[config.mk]
export PLATFORM = sky130hd
export DESIGN_NAME = usb_ep_responder
export DESIGN_NICKNAME = d
export VERILOG_FILES = /design/src/rtl/usb_ep_pkg.sv /design/src/rtl/usb_ep_bank.sv /design/src/rtl/usb_ep_decide.sv /design/src/rtl/usb_ep_responder.sv
export SDC_FILE = /design/constraint.sdc
export NUM_CORES = 1
export LEC_CHECK = 0
export ABC_AREA = 1
export CAP_MARGIN = 0
export CORE_AREA = 2 2 123 125
export DETAILED_ROUTE_END_ITERATION = 10
export DIE_AREA = 0 0 125 127
export PLACE_DENSITY = 0.84
export SKIP_CTS_REPAIR_TIMING = 1
export SYNTH_ARGS = -nofsm -noshare
export SYNTH_HDL_FRONTEND = slang
export SYNTH_SLANG_ARGS = --single-unit
export TNS_END_PERCENT = 50
[constraint.sdc]
create_clock -name clk -period 2.4 [get_ports clk]
set_clock_uncertainty 0.05 [all_clocks]
set_input_delay 0.72 -clock clk [delete_from_list [all_inputs] [get_ports clk]]
set_output_delay 0.72 -clock clk [all_outputs]
set_load 0.01 [all_outputs]
[src/rtl/usb_ep_pkg.sv]
package usb_ep_pkg;

  typedef enum logic [2:0] {
    RSP_NONE  = 3'd0,
    RSP_ACK   = 3'd1,
    RSP_NAK   = 3'd2,
    RSP_STALL = 3'd3,
    RSP_DATA0 = 3'd4,
    RSP_DATA1 = 3'd5
  } resp_e;

  localparam logic [1:0] XT_ISO = 2'b01;

  typedef struct packed {
    logic       enable;
    logic       active;
    logic [1:0] xtype;
    logic       stall;
    logic       nak;
    logic       odd;
    logic       snoop;
  } ep_flags_t;

  function automatic logic ep_live(ep_flags_t f);
    return f.enable & f.active;
  endfunction

  function automatic logic crc_pass(ep_flags_t f, logic crc_ok);
    return crc_ok | f.snoop;
  endfunction

  // Priority: dead endpoint, isochronous path, CRC, STALL, forced NAK, FIFO, success.
  function automatic resp_e hs_code(logic dir_in, ep_flags_t f, logic tog,
                                    logic fifo_rdy, logic crc_ok, logic frame_odd);
    resp_e r;
    if (!ep_live(f))
      r = RSP_NONE;
    else if (f.xtype == XT_ISO)
      r = (dir_in && !f.stall && !f.nak && fifo_rdy && (frame_odd == f.odd))
          ? RSP_DATA0 : RSP_NONE;
    else if (!dir_in && !crc_pass(f, crc_ok))
      r = RSP_NONE;
    else if (f.stall)
      r = RSP_STALL;
    else if (f.nak || !fifo_rdy)
      r = RSP_NAK;
    else if (dir_in)
      r = tog ? RSP_DATA1 : RSP_DATA0;
    else
      r = RSP_ACK;
    return r;
  endfunction

  function automatic logic hs_keep(logic dir_in, ep_flags_t f, logic tog, logic fifo_rdy,
                                   logic crc_ok, logic frame_odd, logic pid1);
    logic base;
    base = !dir_in && ep_live(f) && crc_pass(f, crc_ok) && !f.stall && !f.nak && fifo_rdy;
    if (f.xtype == XT_ISO)
      return base && (frame_odd == f.odd);
    return base && (pid1 == tog);
  endfunction

endpackage

[src/rtl/usb_ep_bank.sv]
module usb_ep_bank
  import usb_ep_pkg::*;
#(
  parameter int NUM_EP = 4,
  parameter int EP_W   = 2,
  parameter int FIFO_W = 3,
  parameter int MPS_W  = 11
) (
  input  logic              clk,
  input  logic              rst_n,
  input  logic              wr_en,
  input  logic [EP_W-1:0]   wr_ep,
  input  ep_flags_t         wr_flags,
  input  logic              wr_tog,
  input  logic [FIFO_W-1:0] wr_fifo,
  input  logic [MPS_W-1:0]  wr_mps,
  input  logic              flip_en,
  input  logic [EP_W-1:0]   flip_ep,
  input  logic [EP_W-1:0]   rd_ep,
  output ep_flags_t         rd_flags,
  output logic              rd_tog,
  output logic [FIFO_W-1:0] rd_fifo,
  output logic [MPS_W-1:0]  rd_mps
);

  ep_flags_t         flags_q [NUM_EP];
  logic              tog_q   [NUM_EP];
  logic [FIFO_W-1:0] fifo_q  [NUM_EP];
  logic [MPS_W-1:0]  mps_q   [NUM_EP];

  for (genvar e = 0; e < NUM_EP; e++) begin : g_ep
    always_ff @(posedge clk or negedge rst_n) begin
      if (!rst_n) begin
        flags_q[e] <= '0;
        tog_q[e]   <= 1'b0;
        fifo_q[e]  <= '0;
        mps_q[e]   <= '0;
      end else if (wr_en && wr_ep == EP_W'(e)) begin
        flags_q[e] <= wr_flags;
        tog_q[e]   <= wr_tog;
        fifo_q[e]  <= wr_fifo;
        mps_q[e]   <= wr_mps;
      end else if (flip_en && flip_ep == EP_W'(e)) begin
        tog_q[e]   <= ~tog_q[e];
      end
    end
  end

  assign rd_flags = flags_q[rd_ep];
  assign rd_tog   = tog_q[rd_ep];
  assign rd_fifo  = fifo_q[rd_ep];
  assign rd_mps   = mps_q[rd_ep];

endmodule

[src/rtl/usb_ep_decide.sv]
module usb_ep_decide
  import usb_ep_pkg::*;
(
  input  logic      dir_in,
  input  ep_flags_t flags,
  input  logic      tog,
  input  logic      fifo_rdy,
  input  logic      crc_ok,
  input  logic      frame_odd,
  input  logic      pid1,
  output resp_e     code,
  output logic      keep,
  output logic      out_adv,
  output logic      in_sent
);

  logic iso;

  assign iso     = (flags.xtype == XT_ISO);
  assign code    = hs_code(dir_in, flags, tog, fifo_rdy, crc_ok, frame_odd);
  assign keep    = hs_keep(dir_in, flags, tog, fifo_rdy, crc_ok, frame_odd, pid1);
  assign out_adv = keep && !iso;
  assign in_sent = dir_in && !iso && (code == RSP_DATA0 || code == RSP_DATA1);

endmodule

[src/rtl/usb_ep_responder.sv]
module usb_ep_responder
  import usb_ep_pkg::*;
#(
  parameter int NUM_EP = 4,
  parameter int EP_W   = $clog2(NUM_EP),
  parameter int FIFO_W = 3,
  parameter int MPS_W  = 11
) (
  input  logic              clk,
  input  logic              rst_n,
  input  logic              cfg_we,
  input  logic              cfg_dir_in,
  input  logic [EP_W-1:0]   cfg_ep,
  input  logic              cfg_enable,
  input  logic              cfg_active,
  input  logic [1:0]        cfg_type,
  input  logic              cfg_stall,
  input  logic              cfg_nak,
  input  logic              cfg_toggle,
  input  logic              cfg_odd,
  input  logic              cfg_snoop,
  input  logic [FIFO_W-1:0] cfg_fifo,
  input  logic [MPS_W-1:0]  cfg_maxpkt,
  input  logic              tok_valid,
  input  logic              tok_dir_in,
  input  logic [EP_W-1:0]   tok_ep,
  input  logic              fifo_ready,
  input  logic              crc_ok,
  input  logic              rx_pid1,
  input  logic              frame_odd,
  input  logic              host_ack,
  input  logic [EP_W-1:0]   host_ack_ep,
  output logic              resp_valid,
  output logic [2:0]        resp_code,
  output logic              resp_keep,
  output logic [FIFO_W-1:0] resp_fifo,
  output logic [MPS_W-1:0]  resp_maxpkt
);

  ep_flags_t         wr_flags, in_flags, out_flags, sel_flags;
  logic              in_tog, out_tog, sel_tog;
  logic [FIFO_W-1:0] in_fifo, out_fifo;
  logic [MPS_W-1:0]  in_mps, out_mps;
  logic [NUM_EP-1:0] pend_q;
  resp_e             dec_code, resp_q;
  logic              dec_keep, dec_out_adv, dec_in_sent;

  // Named events for the checker.
  logic sel_live, sel_iso, sel_stall, sel_snoop, out_flip_ev, in_flip_ev, in_send_ev;

  assign wr_flags = '{enable: cfg_enable, active: cfg_active, xtype: cfg_type,
                      stall: cfg_stall, nak: cfg_nak, odd: cfg_odd, snoop: cfg_snoop};

  assign sel_flags   = tok_dir_in ? in_flags : out_flags;
  assign sel_tog     = tok_dir_in ? in_tog   : out_tog;
  assign sel_live    = sel_flags.enable & sel_flags.active;
  assign sel_iso     = (sel_flags.xtype == XT_ISO);
  assign sel_stall   = sel_flags.stall;
  assign sel_snoop   = sel_flags.snoop;
  assign out_flip_ev = tok_valid && !tok_dir_in && dec_out_adv;
  assign in_flip_ev  = host_ack && pend_q[host_ack_ep];
  assign in_send_ev  = tok_valid && dec_in_sent;

  usb_ep_bank #(.NUM_EP(NUM_EP), .EP_W(EP_W), .FIFO_W(FIFO_W), .MPS_W(MPS_W)) u_in_bank (
    .clk(clk), .rst_n(rst_n),
    .wr_en(cfg_we && cfg_dir_in), .wr_ep(cfg_ep), .wr_flags(wr_flags), .wr_tog(cfg_toggle),
    .wr_fifo(cfg_fifo), .wr_mps(cfg_maxpkt),
    .flip_en(in_flip_ev), .flip_ep(host_ack_ep),
    .rd_ep(tok_ep), .rd_flags(in_flags), .rd_tog(in_tog), .rd_fifo(in_fifo), .rd_mps(in_mps)
  );

  usb_ep_bank #(.NUM_EP(NUM_EP), .EP_W(EP_W), .FIFO_W(FIFO_W), .MPS_W(MPS_W)) u_out_bank (
    .clk(clk), .rst_n(rst_n),
    .wr_en(cfg_we && !cfg_dir_in), .wr_ep(cfg_ep), .wr_flags(wr_flags), .wr_tog(cfg_toggle),
    .wr_fifo(cfg_fifo), .wr_mps(cfg_maxpkt),
    .flip_en(out_flip_ev), .flip_ep(tok_ep),
    .rd_ep(tok_ep), .rd_flags(out_flags), .rd_tog(out_tog), .rd_fifo(out_fifo), .rd_mps(out_mps)
  );

  usb_ep_decide u_decide (
    .dir_in(tok_dir_in), .flags(sel_flags), .tog(sel_tog), .fifo_rdy(fifo_ready),
    .crc_ok(crc_ok), .frame_odd(frame_odd), .pid1(rx_pid1),
    .code(dec_code), .keep(dec_keep), .out_adv(dec_out_adv), .in_sent(dec_in_sent)
  );

  // An IN endpoint waits for the host acknowledge of the data it sent.
  for (genvar e = 0; e < NUM_EP; e++) begin : g_pend
    always_ff @(posedge clk or negedge rst_n) begin
      if (!rst_n)
        pend_q[e] <= 1'b0;
      else if (cfg_we && cfg_dir_in && cfg_ep == EP_W'(e))
        pend_q[e] <= 1'b0;
      else if (in_send_ev && tok_ep == EP_W'(e))
        pend_q[e] <= 1'b1;
      else if (in_flip_ev && host_ack_ep == EP_W'(e))
        pend_q[e] <= 1'b0;
    end
  end

  always_ff @(posedge clk or negedge rst_n) begin
    if (!rst_n) begin
      resp_valid  <= 1'b0;
      resp_q      <= RSP_NONE;
      resp_keep   <= 1'b0;
      resp_fifo   <= '0;
      resp_maxpkt <= '0;
    end else begin
      resp_valid  <= tok_valid;
      resp_q      <= tok_valid ? dec_code : RSP_NONE;
      resp_keep   <= tok_valid && dec_keep;
      resp_fifo   <= tok_valid ? (tok_dir_in ? in_fifo : out_fifo) : '0;
      resp_maxpkt <= tok_valid ? (tok_dir_in ? in_mps : out_mps) : '0;
    end
  end

  assign resp_code = resp_q;

endmodule

---- After elaboration in Yosys (flattened, before gate mapping) ----
Index checks and enable logic that the tools add are counted.
W data, S select, Z words.
storage, ports and cells
  bits in registers ....................... 207
  bits in latches ......................... 0
  RAM bits ................................ 0
  memory bits (read-only) ................. 0
  input bits .............................. 40
  output and inout bits ................... 19
  logic and storage cells ................. 254
  memories ................................ 0
cells by class
  add/sub/neg operators ................... 0
  $mul .................................... 0
  divide/modulo/power cells ............... 0
  magnitude comparators ................... 2
  equality and inequality tests ........... 14
  shift operators ......................... 0
  mux-type cells .......................... 72
  bitwise gates (word level) .............. 11
  reduce and logical (&&, ||, !) cells .... 66
operators with widths
  kind                  number
  $mux W11              6
  $bmux W11 S2          2
  $logic_and A1 B1 Y1   42
  $mux W3               14
  $mux W8               5
  $mux W1               38
  $bmux W8 S2           2
  $reduce_bool A2 Y1    8
  $bmux W3 S2           2
  $eq A2 B2 Y1 const B  6
  $reduce_bool A3 Y1    4
  $eq A2 B1 Y1 const B  4
  $not A1 Y1            8
  $logic_not A1 Y1      7
  $bmux W1 S2           3
  $eq A3 B3 Y1 const B  2
  $logic_not A2 Y1      3
  $ge A3 B3 Y1 const B  1
  $lt A2 B3 Y1 const B  1
  $not A2 Y3            1
  $eq A1 B1 Y1          2
  $logic_or A1 B1 Y1    2
  $and A1 B1 Y1         1
  $or A1 B1 Y1          1

---- Logic depth before layout (Yosys ltp) ----
Gate-level depths: netlist of the first run.
  depth after elaboration ................. 20
  mapped depth ............................ 17
  mapped depth without buffers ............ 15

---- By module ----
Synthesis of the first run repeated with hierarchy kept, for this count alone.
unflattened totals
  cells, all modules ...................... 1,180
  area, all modules ....................... 9,833.2 sq um
by module, submodules not included
  module                     times used  cells an instance  area each (sq um)  sequential area each (sq um)
  usb_ep_bank at u_in_bank   1           483                4,356.7            2,302.2
  usb_ep_bank at u_out_bank  1           502                4,147.7            2,302.2
  usb_ep_responder           1           159                1,162.4            575.6
  usb_ep_decide              1           36                 166.4              0.0

---- Worst setup path after synthesis of the first run ----
Ideal clock, no wire load.
  path type ............................... input-to-reg
  from .................................... input port tok_ep[0]
  to ...................................... register u_out_bank.tog_q[3] in the netlist's numbering
  arrival ................................. 1.957 ns
  required time ........................... 2.217 ns
  path slack .............................. 0.261 ns
  stages on the path ...................... 16
  cell sequence ........................... buf_6 inv_6 buf_8 nand2_1 nand2_1 nand2_1 nand3_1 nand2_1 nand2_1 nand2_1 nor2_1 nand2_1 nor2_4 nand4_1 nand3_1 o21ai_0
between the ends
  word-level cells in the longest chain between the ends .. 18
  elaborated cells on any way between the ends .. 38
ends and longest elaborated chain
  what                                         line                                  RTL
  from (decl)                                  usb_ep_responder.sv:26                input logic [EP_W-1:0] tok_ep,
  $not A2 Y3 (not written as such)             usb_ep_bank.sv:49, usb_ep_bank.sv:50
  $bmux W8 S2                                  usb_ep_bank.sv:49                     assign rd_flags = flags_q[rd_ep];
  $mux W8 (not written as such) (2 in series)  usb_ep_bank.sv:49
  $mux W8                                      usb_ep_responder.sv:54                assign sel_flags = tok_dir_in ? in_flags : out_flags;
  $and A1 B1 Y1                                usb_ep_pkg.sv:25                      return f.enable & f.active;
  $logic_and A1 B1 Y1 (5 in series)            usb_ep_pkg.sv:57                      base = !dir_in && ep_live(f) && crc_pass(f, crc_ok) && !f.stall && !f.nak && fifo_rdy;
  $logic_and A1 B1 Y1                          usb_ep_pkg.sv:59                      return base && (frame_odd == f.odd);
  $mux W1                                      usb_ep_pkg.sv:58                      if (f.xtype == XT_ISO)
  $mux W1                                      usb_ep_pkg.sv:60                      return base && (pid1 == tog);
  $logic_and A1 B1 Y1                          usb_ep_decide.sv:22                   assign out_adv = keep && !iso;
  $logic_and A1 B1 Y1                          usb_ep_responder.sv:60                assign out_flip_ev = tok_valid && !tok_dir_in && dec_out_adv;
  $logic_and A1 B1 Y1 *                        usb_ep_bank.sv:43                     end else if (flip_en && flip_ep == EP_W'(e)) begin
  $reduce_bool A2 Y1 (no line) *               --
  to (signal, indexed assignment)              usb_ep_bank.sv:40                     tog_q[e] <= wr_tog;
  to (signal, indexed assignment)              usb_ep_bank.sv:44                     tog_q[e] <= ~tog_q[e];
  to (decl)                                    usb_ep_bank.sv:27                     logic tog_q [NUM_EP];
Every way passes the cells marked *; elsewhere a longest branch is shown, timed or not. The select of a mux whose other input is x is not followed.
A chain may end at the register's enable or synchronous reset.

---- Worst setup path after layout of the first run ----
  from .................................... input port tok_ep[0]
  to ...................................... register u_out_bank.tog_q[1] in the netlist's numbering
Same word-level chain as after synthesis.

==> out/results.ini, run 1 <==
[status]
status = completed

[worst_setup_path]
endpoint_kind = flop
critPathTopFamily = simple AND/OR/NAND/NOR gates
r2r_cells = 12
reg2reg_slack_ns = 0.50
r2r_end = u_out_bank.tog_q[1]
max_stage_delay_ns = 0.21
cp.required_ns = 2.77
r2r-start = u_in_bank.flags_q[25]
path_buf_inv = 3
cp-start-kind = input port
worstSetupPathType = in2reg
crit_slowest_cell = dlymetal6s2s_1
crit_chain = dlymetal6s2s_1, buf_12, buf_4, nand3_1, nand2_1, nor2_1, nand2_1, nand2_1, nand2_1, nand3_1, nand2_2, nor2_4, nand3_1, nand2_1, nand3_1, o21ai_0
crit_top_cell = nand2_1
arrival_ns = 2.62
path_max_fanout = 11

[place]
dp_hpwl_mm = 14.18
port_buffers = 58
place.gp.congestion = 0.8893
place_area_um2 = 10160
dpl_worst_slack_ns = -0.4667
dp_cells = 1280

[routing]
routedWlPerCell_um = 17.70
dr.pass1.iters = 6
vias = 7857
drt_iter0_drc = 1108
finalWirelength_mm = 23.44
drc = 0
via_per_inst = 5.934
postRouteAntennaNets = 0

[synth]
syn-cell-area_um2 = 9086
synth_seq_cells = 207
synth_area_leaders = dfrtp_1 (57%), nand2_1 (13%), o21ai_0 (8.9%), a22oi_1 (4.6%), a21oi_1 (3.2%)
ys_types = 32
yosys.area.top_type = dfrtp_1
async_flop_share_pct = 100.0
synth_top_area_share_pct = 57.01
synth_edf_count = 0
avgSynthCellArea_um2 = 8.770
seq_area_frac_synth_pct = 57.01
syn_inst = 1036
synth_nets = 1076
synthFlopType = dfrtp_1
yosysWarnings = 0

[finish]
nNetsFinal = 1164
syn_to_final_growth_pct = 21.15
diodes = 0
fin_area_um2 = 11010
drive_above_1_share_pct = 12.46
multiInputGateArea_um2 = 3420
layout.cells.non_filler = 1324
final_util_pct = 76.32
fill_cells = 956
seqCellArea_um2 = 5180

[cts]
worstSkewPairLatency_ns = 0.51
cts_tree = built
clk_pin_slew_worst_paths_ns = 0.06
cts_root_buffer = clkbuf_16
htreeDepth = 1
clock_path_buffers = 3
cts_made_buffers = 22
clkSinkCount = 207

[global_route]
grt_max_degree = 56
grt_first_pass_wirelength_mm = 37.82
antenna_found_initial = 0
grt_pass1_vias = 7567
track_usage_pct = 29.47
globalRouteOverflowTotal = 0

[die]
core_area_um2 = 14420
die-area_um2 = 15880
fp.dieH_um = 127
initial_core_util_pct = 62.99
die_x_um = 125
io_pins = 59
core.rowCount = 44

[pwr]
cellPowerDensity_nw_per_um2 = 856.3
seqPwrFrac_pct = 47.6
pwr-share-comb_pct = 15.3
intPower_mw = 6.860
p_leak_nw = 5.317
p_sw_mw = 2.567
irDropWorstVdd_v = 0.0006054
p_sw_share_pct = 27.23
p_clk_share_pct = 37.1
finalPower_mw = 9.427

[timing]
hold_ws_ns = 0.1422
period_needed_ns = 2.246
fin_ws_ns = 0.1535
maxSlewViolCount = 0
finalCritPeriodShare_pct = 93.60
slew_headroom_pct = 65.27
max_freq_mhz = 445.1
tns_ns = 0
rsz0062_at_grt = false
tightest_slew_ns = 0.5182
final_hold_viol_count = 0
setup_viol_count_final = 0

[min_path]
hp-class = in2async

[run]
maxCapViolations = 0

## per-layer routing
metal	global-route usage [%]	wire length, um	vias to the layer above
li1	-	-	3625
met1	41.12	9531	3772
met2	48.95	11460	398
met3	3.769	1889	62
met4	9.804	554	0
met5	0	0	-
## worst register-to-register path: stages (launching register included)
cell	delay, ns
dfrtp_1	0.40
nor3b_1	0.16
nor2_1	0.15
nand2_1	0.12
nand2_1	0.09
nand2_1	0.07
nand3_1	0.13
nand2_2	0.10
nor2_4	0.15
nand3_1	0.11
nand2_1	0.11
nand3_1	0.09
o21ai_0	0.10
## synthesized netlist by cell type, types with 3 or more instances
| master | n |
|---|---|
| buf_4 | 3 |
| nor2_2 | 3 |
| nor2_1 | 41 |
| buf_1 | 3 |
| buf_2 | 4 |
| nand3_1 | 39 |
| a21oi_1 | 59 |
| inv_1 | 53 |
| nand2_2 | 3 |
| o21ai_0 | 162 |
| or2_2 | 14 |
| buf_6 | 6 |
| nand3_2 | 5 |
| clkbuf_1 | 42 |
| xor2_1 | 4 |
| dfrtp_1 | 207 |
| nor3_1 | 3 |
| nand4_1 | 8 |
| a22oi_1 | 56 |
| nand2_1 | 306 |
## flip-flops by register name (all words and copies together) (netlist names)
name / flops
u_out_bank.fifo_q: 12
u_in_bank.mps_q: 44
u_out_bank.tog_q: 4
resp_keep: 1
resp_maxpkt: 11
resp_valid: 1
u_in_bank.tog_q: 4
resp_code: 3
u_in_bank.flags_q: 32
u_in_bank.fifo_q: 12
resp_fifo: 3
pend_q: 4
u_out_bank.mps_q: 44
u_out_bank.flags_q: 32
## power by group through the flow
stage | combinational, mW | sequential, mW | clock (mW)
after floorplan | 0.882 | 4.43 | 0
after global placement | 1.32 | 4.50 | 0
after detailed placement | 1.39 | 4.51 | 0
after CTS | 1.42 | 4.47 | 3.51
after global routing | 1.64 | 4.55 | 3.66
final | 1.44 | 4.49 | 3.50
## worst max-delay path by stage
stage	cells past startpoint	slack, ns	to	startpoint
3_5_place_dp	15	-0.47	u_out_bank.tog_q[1]	tok_ep[0]
3_3_place_gp	15	-0.40	u_out_bank.tog_q[1]	tok_ep[1]
4_1_cts	16	-0.06	u_out_bank.tog_q[1]	tok_ep[0]
6_report	16	0.15	u_out_bank.tog_q[1]	tok_ep[0]
2_1_floorplan	16	0.26	u_out_bank.tog_q[3]	tok_ep[0]
5_1_grt	13	0.05	u_out_bank.tog_q[1]	tok_dir_in
## cell families (layout without fill, tap and decap cells)
group	Yosys count	after routing	synth area share, %
AND/OR/NAND/NOR	429	430	19.84
flip-flops	207	207	57.01
buffers and inverters	116	219	5.673
AO/OA/AOI/OAI	280	280	17.09
XOR/XNOR	4	4	0.3855
## area by class of cell
type                       count  share of cell area, %
inverter                      57                  2.057
tap                          184                  2.091
sequential                   207                  47.06
multi-input combinational    714                  31.06
timing repair buffer         122                  10.83
clock inverter                10                 0.9775
clock buffer                  30                  5.922
## cells in the final DEF, fill, tap and decap left out, types with 2 or more instances in the layout
| cell | instances |
|---|---|
| bufinv_16 | 2 |
| xor2_1 | 4 |
| a21oi_1 | 59 |
| nor2_1 | 40 |
| nor2_2 | 4 |
| clkbuf_16 | 25 |
| buf_4 | 55 |
| nand3_1 | 38 |
| clkbuf_1 | 2 |
| or2_2 | 14 |
| nand4_1 | 8 |
| dfrtp_1 | 207 |
| buf_12 | 7 |
| nand2_1 | 304 |
| a21oi_2 | 2 |
| clkinv_2 | 5 |
| nand3b_1 | 2 |
| o21ai_0 | 162 |
| clkdlybuf4s50_1 | 55 |
| a22oi_1 | 56 |
| inv_1 | 53 |
| nor2_4 | 3 |
| clkinvlp_4 | 3 |
| nand3_2 | 6 |
| clkbuf_8 | 6 |
| nand2_2 | 5 |
| nor3_1 | 2 |
| dlymetal6s2s_1 | 2 |
Note: power is estimated with default switching activity, not from simulation.
==> run 2, diff against run 1 <==
--- a/config.mk
+++ b/config.mk
@@ -5,9 +5,9 @@
 export SDC_FILE = /design/constraint.sdc
 export NUM_CORES = 1
 export LEC_CHECK = 0
-export ABC_AREA = 1
 export CAP_MARGIN = 0
 export CORE_AREA = 2 2 123 125
+export CTS_CLUSTER_SIZE = 28
 export DETAILED_ROUTE_END_ITERATION = 10
 export DIE_AREA = 0 0 125 127
 export PLACE_DENSITY = 0.84
==> out/results.ini, run 2 <==
[worst_setup_path]
worstSetupPathType = reg2reg  ; was in2reg
cp-start-kind = flop  ; was input port
cp.required_ns = 2.76  ; was 2.77 ns
crit_slowest_cell = or4_4  ; was dlymetal6s2s_1
endpoint_kind = flop  ; unchanged
max_stage_delay_ns = 0.55  ; was 0.21 ns
path_max_fanout = 7  ; was 11
crit_chain = mux4_2, mux2i_4, nand3_2, or4_4, or4_1, a31oi_1  ; was dlymetal6s2s_1, buf_12, buf_4, nand3_1, nand2_1, nor2_1, nand2_1, nand2_1, nand2_1, nand3_1, nand2_2, nor2_4, nand3_1, nand2_1, nand3_1, o21ai_0
arrival_ns = 2.94  ; was 2.62 ns

[status]
violations = setup timing
status = finished with violations  ; was completed

[die]
initial_core_util_pct = 62.86  ; was 62.99%
core.rowCount = 44  ; unchanged
die_x_um = 125  ; unchanged
fp.dieH_um = 127  ; unchanged
core_area_um2 = 14420  ; unchanged
io_pins = 59  ; unchanged
die-area_um2 = 15880  ; unchanged

[synth]
seq_area_frac_synth_pct = 56.03  ; was 57.01%
yosysWarnings = 0  ; unchanged
synth_edf_count = 0  ; unchanged
yosys-top-cells-count = dfrtp_1 (203), mux2_2 (176), mux4_2 (33)  ; was nand2_1 (306), dfrtp_1 (207), o21ai_0 (162)
syn_inst = 610  ; was 1,036
syn-cell-area_um2 = 9066  ; was 9086 um2
synth_seq_cells = 203  ; was 207
synth_nets = 650  ; was 1,076
avgSynthCellArea_um2 = 14.86  ; was 8.770 um2
synth_top_area_share_pct = 56.03  ; was 57.01%
synth_area_leaders = dfrtp_1 (56%), mux2_2 (22%), mux4_2 (8.2%), mux2i_1 (2.0%), clkbuf_1 (1.2%)  ; was dfrtp_1 (57%), nand2_1 (13%), o21ai_0 (8.9%), a22oi_1 (4.6%), a21oi_1 (3.2%)
yosysMostFrequentCell = dfrtp_1  ; was nand2_1
async_flop_share_pct = 100.0  ; unchanged
synthFlopType = dfrtp_1  ; unchanged
yosys.area.top_type = dfrtp_1  ; unchanged
ys_types = 43  ; was 32

[cts]
htreeDepth = 1  ; unchanged
worstSkewPairLatency_ns = 0.49  ; was 0.51 ns
cts_made_buffers = 21  ; was 22
clock_path_buffers = 3  ; unchanged
clk_pin_slew_worst_paths_ns = 0.06  ; about the same
cts_root_buffer = clkbuf_16  ; unchanged
clkSinkCount = 203  ; was 207
cts_tree = built  ; unchanged

[routing]
postRouteAntennaNets = 0  ; unchanged
via_per_inst = 6.257  ; was 5.934
dr.pass1.iters = 5  ; was 6
drt_iter0_drc = 445  ; was 1,108
drc = 0  ; unchanged
finalWirelength_mm = 20.06  ; was 23.44 mm
vias = 5600  ; was 7,857
routedWlPerCell_um = 22.41  ; was 17.70 um

[finish]
final_cell_mix = dfrtp_1 (203), mux2_2 (176), clkdlybuf4s50_1 (54), mux4_2 (36), buf_4 (34)  ; was nand2_1 (304), dfrtp_1 (207), o21ai_0 (162), a21oi_1 (59), a22oi_1 (56)
reg_top3 = u_in_bank.mps_q x44, u_out_bank.mps_q x44, u_out_bank.flags_q x32  ; was u_in_bank.mps_q x44, u_out_bank.mps_q x44
syn_to_final_growth_pct = 20.49  ; was 21.15%
final_common_cell = dfrtp_1  ; was nand2_1
nNetsFinal = 740  ; was 1,164
fin_area_um2 = 10920  ; was 11,010 um2
diodes = 0  ; unchanged
fill_cells = 852  ; was 956
drive_above_1_share_pct = 42.90  ; was 12.46%
layout.cells.non_filler = 895  ; was 1,324

[global_route]
grt_max_degree = 58  ; was 56
antenna_found_initial = 0  ; unchanged
globalRouteOverflowTotal = 0  ; unchanged
grt_first_pass_wirelength_mm = 32.60  ; was 37.82 mm
grt_pass1_vias = 6209  ; was 7,567
track_usage_pct = 25.92  ; was 29.47%

[timing]
tightest_slew_ns = 0.5139  ; was 0.5182 ns
fin_ws_ns = -0.1781  ; was 0.1535 ns
max_freq_mhz = 387.9  ; was 445.1 MHz
final_hold_viol_count = 0  ; unchanged
finalCritPeriodShare_pct = 107.4  ; was 93.60%
tns_ns = -0.6369  ; was 0 ns
slew_headroom_pct = 65.26  ; was 65.27%
hold_ws_ns = 0.1420  ; was 0.1422 ns
maxSlewViolCount = 0  ; unchanged
period_needed_ns = 2.578  ; was 2.246 ns
rsz0062_at_grt = true  ; was false
setup_viol_count_final = 6  ; was 0

[place]
place_area_um2 = 10180  ; was 10,160 um2
dp_hpwl_mm = 12.41  ; was 14.18 mm
dp_cells = 859  ; was 1,280
place.gp.congestion = 0.8535  ; was 0.8893
port_buffers = 58  ; unchanged

[min_path]
hp-class = in2async  ; unchanged

[pwr]
irDropWorstVdd_v = 0.0005795  ; was 0.0006054 V
finalPower_mw = 9.611  ; was 9.427 mW
cellPowerDensity_nw_per_um2 = 879.8  ; was 856.3 nW/um2
p_leak_nw = 4.635  ; was 5.317 nW

[run]
maxCapViolations = 0  ; unchanged

[run 2: cell types whose count changed in the layout (fill, tap and decap cells not counted), moves of 28 or more]
cell / before / now
a22oi_1: 56 / 0
mux2_2: 0 / 176
o21ai_0: 162 / 6
mux4_2: 0 / 36
inv_1: 53 / 7
nand2_1: 304 / 13
a21oi_1: 59 / 7
nor2_1: 40 / 12
[run 2: critical path, delay by kind of cell (launching register included)]
family / cells / cell delay (ns)
simple gates: 3 / 1.19
mux: 2 / 0.68
flops: 1 / 0.40
compound gates: 1 / 0.16
[run 2: logic make-up (layout without fill, tap and decap cells)]
logic type / count (synthesis) / after routing / synth area share (%)
AND/OR/NAND/NOR: 90 / 90 / 5.493
XOR/XNOR: 5 / 5 / 0.4830
multiplexers: 232 / 232 / 33.45
buffers and inverters: 45 / 146 / 2.001
flip-flops: 203 / 203 / 56.03
AO/OA/AOI/OAI: 35 / 35 / 2.540
[run 2: where the power goes]
part / leakage (nW) / switching (mW) / internal, mW
registers: 2.46 / 0.403 / 4.15
clock network: 0.335 / 1.29 / 1.95
logic: 1.84 / 0.694 / 1.11
[run 2: metrics by stage]
stage / util [%] / worst slack, ns
floorplan: - / -0.4461
global placement: 70.58 / -0.7333
detailed placement: 70.58 / -0.8332
CTS: 75.30 / -0.3161
global route: 75.74 / -0.2273
finish: 75.74 / -0.1781
[run 2: per-layer routing]
| metal | GRT usage, % | part of all wire [%] |
|---|---|---|
| met5 | 0 | 0 |
| met1 | 35.04 | 43 |
| met3 | 3.350 | 4.0 |
| met2 | 44.34 | 51 |
| met4 | 8.824 | 2.6 |
[run 2: final timing paths]
check | endpoint | slack [ns] | cells after the start | start
setup / recovery | u_out_bank.tog_q[2] | -0.18 | 6 | u_out_bank.flags_q[26]
hold / removal | u_in_bank.tog_q[0] | 0.14 | 1 | rst_n
setup reg to reg | u_out_bank.tog_q[2] | -0.18 | 6 | u_out_bank.flags_q[26]
hold reg to reg | u_out_bank.fifo_q[3] | 0.45 | 1 | u_out_bank.fifo_q[3]
max in group asynchronous | u_out_bank.flags_q[30] | 1.47 | 2 | rst_n
min in group clk | u_out_bank.fifo_q[3] | 0.45 | 1 | u_out_bank.fifo_q[3]
[run 2: cell type report]
cell class | instances | area, um2 | share of cell area, %
Clock buffer | 24 | 546.8 | 5.005
Tap cell | 184 | 230.2 | 2.107
Timing Repair Buffer | 104 | 1062 | 9.724
Multi-Input combinational cell | 362 | 3840 | 35.15
Sequential cell | 203 | 5080 | 46.50
Inverter | 8 | 30.03 | 0.2749
Clock inverter | 10 | 135.1 | 1.237
